$ cat src/rtl/group_former.sv
module group_former #(
  parameter int NGRP = 20,
  parameter int IDW  = 8,
  parameter int OPW  = 4,
  localparam int TW  = $clog2(NGRP),
  localparam int CW  = $clog2(NGRP + 1),
  localparam int SW  = IDW + OPW,
  localparam int NSL = 5
) (
  input  logic               clk,
  input  logic               rst_n,
  input  logic               flush,
  input  logic               in_valid,
  output logic               in_ready,
  input  logic [IDW-1:0]     in_id,
  input  logic [OPW-1:0]     in_ops,
  input  logic               in_br,
  input  logic               be_ready,
  input  logic               cmp_valid,
  output logic               grp_valid,
  output logic [NSL-1:0]     grp_slot_vld,
  output logic [NSL*SW-1:0]  grp_slots,
  output logic [TW-1:0]      grp_tag
);

  logic           closed;
  logic [2:0]     cnt;
  logic [NSL-1:0] sv;
  logic [SW-1:0]  sd [NSL];
  logic           mc_on;
  logic [OPW-1:0] mc_left, mc_idx;
  logic [IDW-1:0] mc_id;
  logic [TW-1:0]  tag;
  logic [CW-1:0]  outst;

  logic [OPW-1:0] ops_e;
  logic           is_one, is_crk, fits, take, fire;

  assign ops_e    = (in_ops == '0) ? OPW'(1) : in_ops;
  assign is_one   = !in_br && ops_e == OPW'(1);
  assign is_crk   = !in_br && ops_e == OPW'(2);
  assign fits     = in_br || is_one || (is_crk && cnt <= 3'd2) || (cnt == 3'd0);
  assign in_ready = !closed && !mc_on && !flush && fits;
  assign take     = in_valid && in_ready;

  assign grp_valid    = closed && !flush && (outst < CW'(NGRP));
  assign fire         = grp_valid && be_ready;
  assign grp_slot_vld = sv;
  assign grp_tag      = tag;

  for (genvar i = 0; i < NSL; i++) begin : g_out
    assign grp_slots[i*SW +: SW] = sv[i] ? sd[i] : '0;
  end

  always_ff @(posedge clk) begin
    if (!rst_n) begin
      closed  <= 1'b0;
      cnt     <= '0;
      sv      <= '0;
      mc_on   <= 1'b0;
      mc_left <= '0;
      mc_idx  <= '0;
      mc_id   <= '0;
      tag     <= '0;
      outst   <= '0;
      for (int i = 0; i < NSL; i++) sd[i] <= '0;
    end else begin
      outst <= outst + CW'(fire) - CW'(cmp_valid);
      if (fire) tag <= (tag == TW'(NGRP - 1)) ? '0 : tag + TW'(1);

      if (flush) begin
        closed <= 1'b0;
        cnt    <= '0;
        sv     <= '0;
        mc_on  <= 1'b0;
      end else if (fire) begin
        closed <= 1'b0;
        cnt    <= '0;
        sv     <= '0;
      end else if (!closed) begin
        if (mc_on) begin
          sd[cnt]  <= {mc_id, mc_idx};
          sv[cnt]  <= 1'b1;
          cnt      <= cnt + 3'd1;
          mc_idx   <= mc_idx + OPW'(1);
          mc_left  <= mc_left - OPW'(1);
          if (mc_left == OPW'(1)) mc_on <= 1'b0;
          if (mc_left == OPW'(1) || cnt == 3'd3) closed <= 1'b1;
        end else if (take) begin
          if (in_br) begin
            sd[4]  <= {in_id, OPW'(0)};
            sv[4]  <= 1'b1;
            closed <= 1'b1;
          end else if (is_one) begin
            sd[cnt] <= {in_id, OPW'(0)};
            sv[cnt] <= 1'b1;
            cnt     <= cnt + 3'd1;
            if (cnt == 3'd3) closed <= 1'b1;
          end else if (is_crk) begin
            sd[cnt]        <= {in_id, OPW'(0)};
            sd[cnt + 3'd1] <= {in_id, OPW'(1)};
            sv[cnt]        <= 1'b1;
            sv[cnt + 3'd1] <= 1'b1;
            cnt            <= cnt + 3'd2;
            if (cnt == 3'd2) closed <= 1'b1;
          end else begin
            sd[0]   <= {in_id, OPW'(0)};
            sv[0]   <= 1'b1;
            cnt     <= 3'd1;
            mc_on   <= 1'b1;
            mc_id   <= in_id;
            mc_idx  <= OPW'(1);
            mc_left <= ops_e - OPW'(1);
          end
        end else if (in_valid) begin
          closed <= 1'b1;
        end
      end
    end
  end

endmodule

$ cat config.mk
export PLATFORM = sky130hd
export DESIGN_NAME = group_former
export DESIGN_NICKNAME = d
export VERILOG_FILES = /design/src/rtl/group_former.sv
export SDC_FILE = /design/constraint.sdc
export NUM_CORES = 1
export LEC_CHECK = 0
export BUFFER_PORTS_ARGS = -buffer_cell sky130_fd_sc_hd__buf_2
export CAP_MARGIN = 20
export CELL_PAD_IN_SITES_DETAIL_PLACEMENT = 1
export CELL_PAD_IN_SITES_GLOBAL_PLACEMENT = 1
export CORE_ASPECT_RATIO = 0.5
export CORE_MARGIN = 3
export CORE_UTILIZATION = 40
export CTS_CLUSTER_SIZE = 8
export DETAILED_ROUTE_END_ITERATION = 6
export PLACE_DENSITY = 0.82
export SETUP_SLACK_MARGIN = 0.02
export SLEW_MARGIN = 0
export SYNTH_ARGS = -nofsm -noshare
export SYNTH_HDL_FRONTEND = slang
export SYNTH_SLANG_ARGS = --single-unit
export TNS_END_PERCENT = 30
$ cat constraint.sdc
create_clock -name clk -period 4.15 [get_ports clk]
set_input_delay 0 -clock clk [delete_from_list [all_inputs] [get_ports clk]]
set_output_delay 0 -clock clk [all_outputs]
set_load 0.02 [all_outputs]
==> flow_metrics.tcl, run 1 <==
set metrics [dict create \
    status "complete, no violations" \
    grt_pass1_vias 4584 \
    met2_usage_pct 37.35 \
    vias 4497 \
    hold_class "in -> reg" \
    cap_viol_max_count 0 \
    rows 28 \
    synth_compound_area_share_pct 19.46 \
    startpoint_type "register" \
    synth_top_family_by_area "simple AND/OR/NAND/NOR gates" \
    ios 91 \
    io_buffers 90 \
    grt_util_met1_pct 28.28 \
    final_nets 676 \
    core_um2 12230 \
    cts_tree "yes" \
    crit_slowest_cell "nor4b_1" \
    clk_latency_ps 350 \
    drt_wl_total_mm 15.15 \
    syn-num-nets 592 \
    drive_gt1_share_pct 20.44 \
    use_met3_pct 4.374 \
    crit_family "simple AND/OR/NAND/NOR gates" \
    firstDrtPassIters 4 \
    ys_async_sr_fraction_pct 0 \
    ys_types 63 \
    final_common_cell "buf_2" \
    post-dp-hpwl_mm 11.40 \
    cp.buffers_inverters 1 \
    leakage_nw 2.507 \
    die_w_um 167.2 \
    clk_pin_slew_ps 70 \
    grt_overflow_total 0 \
    cts_made_buffers 9 \
    drc 0 \
    critPathArrivalTime_ps 3250 \
    placed_cell_area_um2 5818 \
    grtUsageTotal_pct 21.35 \
    top_usage_layer "met2" \
    yosys.area_share.simple_pct 23.60 \
    fill_cells 1434 \
    cts.sink_count 96 \
    clock-root-buffer "clkbuf_16" \
    grt_max_degree 49 \
    end_kind "register" \
    layout_min_cycle_time_ps 3247 \
    finalHoldViolations 0 \
    synthMuxAreaShare_pct 1.734 \
    grt_pass1_wl_mm 24.62 \
    yosysTopAreaCell "edfxtp_1" \
    synth_top_area_share_pct 23.12 \
    ant_nets 0 \
    mostFrequentLayoutCells "90 x buf_2, 67 x and2_1, 57 x nand2_1, 56 x dfxtp_1, 40 x edfxtp_1" \
    finalSetupViolCount 0 \
    synth_fa_ha_area_share_pct 5.202 \
    synth_area_leaders "edfxtp_1 23%, dfxtp_1 22%, and2_1 8.1%, ha_1 4.8%, nand2_1 4.1%" \
    fmax_mhz 308.0 \
    synthXorXnorAreaFrac_pct 1.686 \
    num_antenna_cells 0 \
    pwr-share-seq_pct 48.9 \
    synth_edf_count 40 \
    ys_seq_area_share_pct 44.70 \
    critPathMaxStageDelay_ps 650 \
    clock_skew_ps 7.932 \
    cp.required_ps 4150 \
    power.density_nw_per_um2 352.1 \
    fin_tns_setup_ps 0 \
    syn2layout_area_growth_pct 17.58 \
    antenna_found_initial 0 \
    synth-main-ff-cell "dfxtp_1" \
    period_share_pct 78.25 \
    drt-initial-drc-count 281 \
    syn_inst 552 \
    path_class "reg -> reg" \
    finalMaxSlewViolations 0 \
    rsz0062_at_grt "no" \
    die_y_um 86.59 \
    design_area_um2 6108 \
    switching_share_pct 27.46 \
    max-vdd-ir-drop_v 0.0001723 \
    slew_headroom_pct 36.43 \
    die_area_um2 14470 \
    worstPathCellList "buf_4, nor4b_1, nand2_1, a221oi_1, o21ai_1, nand3_1" \
    htreeDepth 3 \
    worstMarginPinSlew_ps 944.8 \
    gp_congestion 0.8553 \
    combPwrFrac_pct 13.8 \
    crit_fanout 13 \
    cts_setup_buffers 0 \
    yosysWarnings 0 \
    vias_per_cell 5.579 \
    ys_seq_elements 96 \
    clockBufferDepth 2 \
    avgSynthCellArea_um2 9.411 \
    clockPowerShare_pct 37.2 \
    power.switching_mw 0.5906 \
    wl_per_cell_um 18.80 \
    p_int_mw 1.560 \
    synth_area_um2 5195 \
    start_util_pct 42.49 \
]
==> worst paths after layout <==
path                    startpoint                     to  slack, ps  depth (start not counted)
min                       in_id[0]  mc_id[0]$_SDFFE_PN0P_         20                          3
min reg2reg  sd[4][1]$_SDFFE_PP0P_  sd[4][1]$_SDFFE_PP0P_        460                          2
max             mc_on$_SDFFE_PP0P_     sd[0][5]$_DFFE_PP_        900                          6
max reg2reg     mc_on$_SDFFE_PP0P_     sd[0][5]$_DFFE_PP_        900                          6
==> synth_stat cells, drive strengths merged, types with 6 or more instances <==
library cell / n
a21oi: 16
a22o: 17
and2: 67
clkbuf: 24
dfxtp: 56
edfxtp: 40
ha: 20
inv: 19
mux2i: 9
nand2: 58
nand3: 22
nand4: 10
nor2: 24
nor2b: 16
nor3: 10
o211ai: 9
o21ai: 40
o2bb2ai: 9
xor2: 6
==> sequential cells by signal (all words and copies together) (netlist names), 3 cells and up <==
signal	flops
sd	60
outst	5
grp_tag	5
mc_left	4
cnt	3
grp_slot_vld	5
mc_id	8
mc_idx	4
==> per-layer routing <==
metal | routed length [µm] | up-vias
met4 | 76 | 0
li1 | - | 2157
met2 | 7164 | 112
met5 | 0 | -
met1 | 7050 | 2218
met3 | 862 | 10
==> through the flow <==
stage / util [%] / total power [mW] / worst slack (ps) / cells / hold slack, ps
2_1_floorplan: - / 1.277 / 977.4 / 552 / 143.2
3_3_place_gp: 47.58 / 1.352 / 1120 / 789 / 304.8
3_5_place_dp: 47.58 / 1.371 / 958.1 / 789 / 310.2
4_1_cts: 49.96 / 2.169 / 920.4 / 806 / 17.02
5_1_grt: 49.96 / 2.240 / 469.6 / 806 / 38.98
6_report: 49.96 / 2.151 / 902.7 / 806 / 22.31
==> layout make-up <==
class                           instances  area, µm²  area share [%]
Sequential cell                        96       2322           38.02
Tap cell                              165      206.4           3.380
Clock buffer                           10      229.0           3.748
Clock inverter                          6      51.30          0.8398
Multi-Input combinational cell        407       2685           43.96
Timing Repair Buffer                  101      535.5           8.767
Inverter                               21      78.83           1.290
==> cell families after synthesis <==
logic type               Yosys count
AO/OA/AOI/OAI                    137
XOR/XNOR                          10
adder cells (fa/ha/maj)           21
buffers and inverters             49
flip-flops                        96
multiplexers                       9
AND/OR/NAND/NOR                  230
==> what timing repair did <==
item	4_1_cts	5_1_grt
endpoints found under the hold margin	1	0
gates resized for setup	0	0
hold buffers	1	0
==> tightest hold or removal path, stage by stage <==
cell and delay (ps):
buf_2 150, mux2i_1 90, nor2b_1 100
==> power groups by stage <==
stage / Clock [mW] / Combinational (mW) / Sequential (mW)
2_1_floorplan: 0 / 0.214 / 1.06
3_3_place_gp: 0 / 0.280 / 1.07
3_5_place_dp: 0 / 0.297 / 1.07
4_1_cts: 0.816 / 0.300 / 1.05
5_1_grt: 0.850 / 0.331 / 1.06
6_report: 0.801 / 0.298 / 1.05
Power figures use the tool's default switching activity.
==> run 2, diff against run 1 <==
- clock period: 4.15 -> 3.1 ns (I/O delays scaled with it)
==> run 2 against run 1 <==
Utilization grew 1.4 points. Sequential power increased by 34%. Clock power up 50%. Via count increased by 4.0%. Register-to-register slack got worse by 630 ps. Flip-flop and latch count stayed put. Combinational power rose by 35%. Largest power group unchanged.
==> flow_metrics.tcl, run 2 (synthesis results as in run 1) <==
set metrics [dict create \
    status "complete, no violations" \
    num_antenna_cells 0 \
    rsz0062_at_grt "no" \
    die_area_um2 14470 \
    critPathArrivalTime_ps 2820 \
    vias_per_cell 5.690 \
    top_register "sd" \
    hold_class "in -> reg" \
    core_um2 12230 \
    crit_fanout 9 \
    largestRegisters "sd x60, mc_id x8" \
    fill_cells 1459 \
    drc 0 \
    worstMarginPinSlew_ps 668.1 \
    final_common_cell "buf_2" \
    hold_ws_ps 16.74 \
    cts_made_buffers 9 \
    gp_congestion 0.9311 \
    wl_per_cell_um 18.90 \
    ant_nets 0 \
    design_area_um2 6277 \
    cts_setup_buffers 0 \
    rows 28 \
    cts.sink_count 96 \
    clk_latency_ps 350 \
    grtUsageTotal_pct 21.99 \
    antenna_found_initial 0 \
    register_area_um2 2322 \
    finalMaxSlewViolations 0 \
    period_share_pct 91.10 \
    path_class "reg -> reg" \
    htreeDepth 3 \
    drt-initial-drc-count 315 \
    io_buffers 90 \
    grt_pass1_wl_mm 25.74 \
    cp.required_ps 3100 \
    end_kind "register" \
    die_w_um 167.2 \
    drt_wl_total_mm 15.54 \
    startpoint_type "register" \
    ios 91 \
    slew_headroom_pct 55.46 \
    drive_gt1_share_pct 22.53 \
    final_nets 692 \
    post-dp-hpwl_mm 11.80 \
    cap_viol_max_count 0 \
    finalSetupViolCount 0 \
    largest_reg_flops 60 \
    vias 4677 \
    grt_overflow_total 0 \
    clock-root-buffer "clkbuf_16" \
    firstDrtPassIters 5 \
    clockBufferDepth 2 \
    start_util_pct 42.49 \
    place_inst 805 \
    leakage_nw 2.615 \
    max-vdd-ir-drop_v 0.0002674 \
    placed_cell_area_um2 5944 \
    finalHoldViolations 0 \
    power.density_nw_per_um2 480.3 \
    grt_max_degree 48 \
    multi_input_area_um2 2691 \
    grt_pass1_vias 4886 \
    syn2layout_area_growth_pct 20.83 \
    mostFrequentLayoutCells "90 x buf_2, 67 x and2_1, 57 x nand2_1, 56 x dfxtp_1, 40 x edfxtp_1" \
    layout_min_cycle_time_ps 2824 \
    die_y_um 86.59 \
    clk_pin_slew_ps 70 \
    fmax_mhz 354.1 \
    clock_skew_ps 9.374 \
    layout.cells.non_filler 822 \
    power_mw 3.015 \
    cts_tree "yes" \
]
[run 2: changes by cell type in the layout (fill, tap and decap cells not counted)]
cell	change
clkinv_8	+1
bufinv_16	+1
clkinv_4	+1
nor3_2	-1
o21ai_0	-1
inv_6	-1
nor3_4	+1
o21ai_1	+1
inv_8	+2
clkbuf_1	-1
buf_4	+16
clkinvlp_4	-3
[run 2: final timing paths]
kind	start	endpoint	slack, ps	cells after the start
max reg2reg	mc_on$_SDFFE_PP0P_	sd[1][10]$_DFFE_PP_	280	5
min	in_id[1]	mc_id[1]$_SDFFE_PN0P_	20	3
min reg2reg	sd[4][1]$_SDFFE_PP0P_	sd[4][1]$_SDFFE_PP0P_	460	2
max	mc_on$_SDFFE_PP0P_	sd[1][10]$_DFFE_PP_	280	5
[run 2: critical path: stages (launching register included)]
cell      delay (ps)
dfxtp_1          550
nor2b_1          150
or4_1            540
o41ai_4          500
o211ai_2         320
nand3_1          420
[run 2: what timing repair did]
action,4_1_cts,5_1_grt
hold buffers,1,0
endpoints found under the hold margin,1,0
resized for setup,0,1
endpoints found under the setup margin,0,9
[run 2: layout make-up]
cell class	instances	share of cell area (%)
inverters	21	1.256
flip-flops and latches	96	36.99
repair buffers	117	10.44
well taps	165	3.289
clock inverters	7	1.555
multi-input cells	407	42.87
clock buffers	9	3.588
[run 2: report_power, final]
part	total [mW]	internal (mW)	switching, mW
Clock	1.20	0.655	0.547
Sequential	1.41	1.37	0.0407
Combinational	0.402	0.167	0.235
Total	3.01	2.19	0.823
[run 2: metrics by stage]
stage / utilization (%) / setup TNS (ps) / setup WS, ps
after global placement: 48.62 / 0 / 194.7
after global routing: 51.34 / 0 / 67.83
after detailed placement: 48.62 / -111.9 / -14.24
after floorplan: - / 0 / 92.02
after CTS: 51.34 / 0 / 89.48
final: 51.34 / 0 / 275.9
[run 2: routing by layer]
metal	GRT usage, %	part of all wire, %
met5	0	0
met3	3.417	4.2
met4	7.275	2.5
met1	30.03	47
met2	36.32	46
==> run 3, diff against run 2 <==
--- a/config.mk
+++ b/config.mk
@@ -17,2 +17,3 @@
 export PLACE_DENSITY = 0.82
+export RECOVER_POWER = 50
 export SETUP_SLACK_MARGIN = 0.02
--- a/constraint.sdc
+++ b/constraint.sdc
@@ -3,2 +3,2 @@
 set_output_delay 0 -clock clk [all_outputs]
-set_load 0.02 [all_outputs]
+set_load 0.05 [all_outputs]
==> run 3 against run 2 <==
Non-clock buffer count did not move. Register-to-register slack barely moved. Maximum frequency rose by 0.29%. Total power rose by 0.55%. Critical endpoint unchanged. Via count rose by 0.32%. Hold slack improved by 3.5 ps. Worst setup slack improved by 8.1 ps. Clock skew fell by 0.93 ps. Die area did not move. Clock power barely moved.
==> flow_metrics.tcl, run 3 (synthesis results as in run 1) <==
set metrics [dict create \
    grt_pass1_vias 4886 \
    fill_cells 1491 \
    hold_ws_ps 20.24 \
    end_kind "register" \
    cts_made_buffers 9 \
    dp_worst_setup_slack_ps -14.24 \
    leakage_nw 2.286 \
    cts.sink_count 96 \
    slew_headroom_pct 35.17 \
    cts_tree "yes" \
    worstReg2RegEnd "sd[1][10]$_DFFE_PP_" \
    gp_congestion 0.9311 \
    critPathArrivalTime_ps 2810 \
    grt_max_degree 48 \
    drt-initial-drc-count 322 \
    grtUsageTotal_pct 21.99 \
    htreeDepth 3 \
    largest_reg_flops 60 \
    finalMaxSlewViolations 0 \
    mostFrequentLayoutCells "74 x clkbuf_1, 67 x and2_1, 57 x nand2_1, 56 x dfxtp_1, 40 x edfxtp_1" \
    fmax_mhz 355.1 \
    cp.required_ps 3100 \
    startpoint_type "register" \
    firstDrtPassIters 4 \
    layout_min_cycle_time_ps 2816 \
    timing.final.ws_setup_ps 284.0 \
    crit_slowest_cell "dfxtp_1" \
    fin_tns_setup_ps 0 \
    cap_viol_max_count 0 \
    power_mw 3.032 \
    drt_wl_total_mm 15.56 \
    hold_class "in -> reg" \
    die_w_um 167.2 \
    die_y_um 86.59 \
    post-dp-hpwl_mm 11.80 \
    wl_per_cell_um 18.92 \
    finalSetupViolCount 0 \
    clock-root-buffer "clkbuf_16" \
    rows 28 \
    syn2layout_area_growth_pct 18.62 \
    num_antenna_cells 0 \
    final_nets 692 \
    ff2ff_setup_slack_ps 280 \
    path_class "reg -> reg" \
    drive_gt1_share_pct 10.96 \
    vias 4692 \
    final_common_cell "clkbuf_1" \
    place_inst 805 \
    antenna_found_initial 0 \
    top_register "sd" \
    rsz0062_at_grt "no" \
    largestRegisters "sd x60, mc_id x8" \
    period_share_pct 90.84 \
    reg2regPathDepth 7 \
    ant_nets 0 \
    cts_setup_buffers 0 \
    clock_skew_ps 8.446 \
    status "complete, no violations" \
    worstMarginPinSlew_ps 972.5 \
    max-vdd-ir-drop_v 0.0002814 \
    layout.cells.non_filler 822 \
    power.density_nw_per_um2 492.0 \
    placed_cell_area_um2 5944 \
    crit_fanout 14 \
    clockBufferDepth 2 \
    vias_per_cell 5.708 \
    core_um2 12230 \
    worstPathCellList "nor4b_1, buf_4, nand2_1, a211oi_1, clkbuf_1, o211ai_2, nand3_1" \
    grt_pass1_wl_mm 25.74 \
    rr_startpoint "closed$_SDFF_PP0_" \
    die_area_um2 14470 \
    finalHoldViolations 0 \
    io_buffers 90 \
    grt_overflow_total 0 \
    clk_latency_ps 350 \
    ios 91 \
    drc 0 \
    setup.worst_path.end "sd[1][10]$_DFFE_PP_" \
    design_area_um2 6162 \
    fin_util_pct 50.40 \
    clk_pin_slew_ps 80 \
    startpoint "closed$_SDFF_PP0_" \
    critPathMaxStageDelay_ps 460 \
    start_util_pct 42.49 \
]
==> run 3: worst min path at each step <==
stage / depth (start not counted) / endpoint / startpoint / slack (ps)
detailed placement: 3 / closed$_SDFF_PP0_ / in_valid / 300
finish: 3 / mc_id[1]$_SDFFE_PN0P_ / in_id[1] / 20
CTS: 3 / mc_id[1]$_SDFFE_PN0P_ / in_id[1] / 20
floorplan: 2 / closed$_SDFF_PP0_ / in_valid / 140
global placement: 3 / closed$_SDFF_PP0_ / in_valid / 290
global route: 3 / mc_id[1]$_SDFFE_PN0P_ / in_id[1] / 30
==> run 3: critical path, delay by kind of cell, from the launching register on <==
kind            cells  cell delay [ps]
buf+inv             2              460
compound gates      2              560
simple gates        3              980
flops               1              460
==> run 3: routing by layer <==
metal,wire [µm],GRT usage [%],up-vias,part of all wire (%)
li1,-,-,2198,-
met1,7270,30.03,2316,47
met2,7163,36.32,147,46
met3,734,3.417,31,4.7
met4,388,7.275,0,2.5
met5,0,0,-,0
==> run 3: repair_timing <==
action | CTS | global route
hold buffers | 1 | 0
gates resized for setup | 0 | 1
hold endpoints to repair | 1 | 0
setup endpoints to repair | 0 | 9
==> run 3: layout make-up <==
| class | instances | area (µm²) | area share, % |
|---|---|---|---|
| multi-input cells | 407 | 2674 | 43.39 |
| clock buffers | 9 | 225.2 | 3.655 |
| well taps | 165 | 206.4 | 3.350 |
| clock inverters | 7 | 97.59 | 1.584 |
| flip-flops and latches | 96 | 2322 | 37.69 |
| repair buffers | 117 | 558.0 | 9.056 |
| inverters | 21 | 78.83 | 1.279 |
==> run 3: power by group <==
part / internal [mW] / switching (mW) / leakage, nW
Sequential: 1.37 / 0.0408 / 0.867
Clock: 0.655 / 0.550 / 0.159
Combinational: 0.163 / 0.252 / 1.26
Total: 2.19 / 0.843 / 2.29
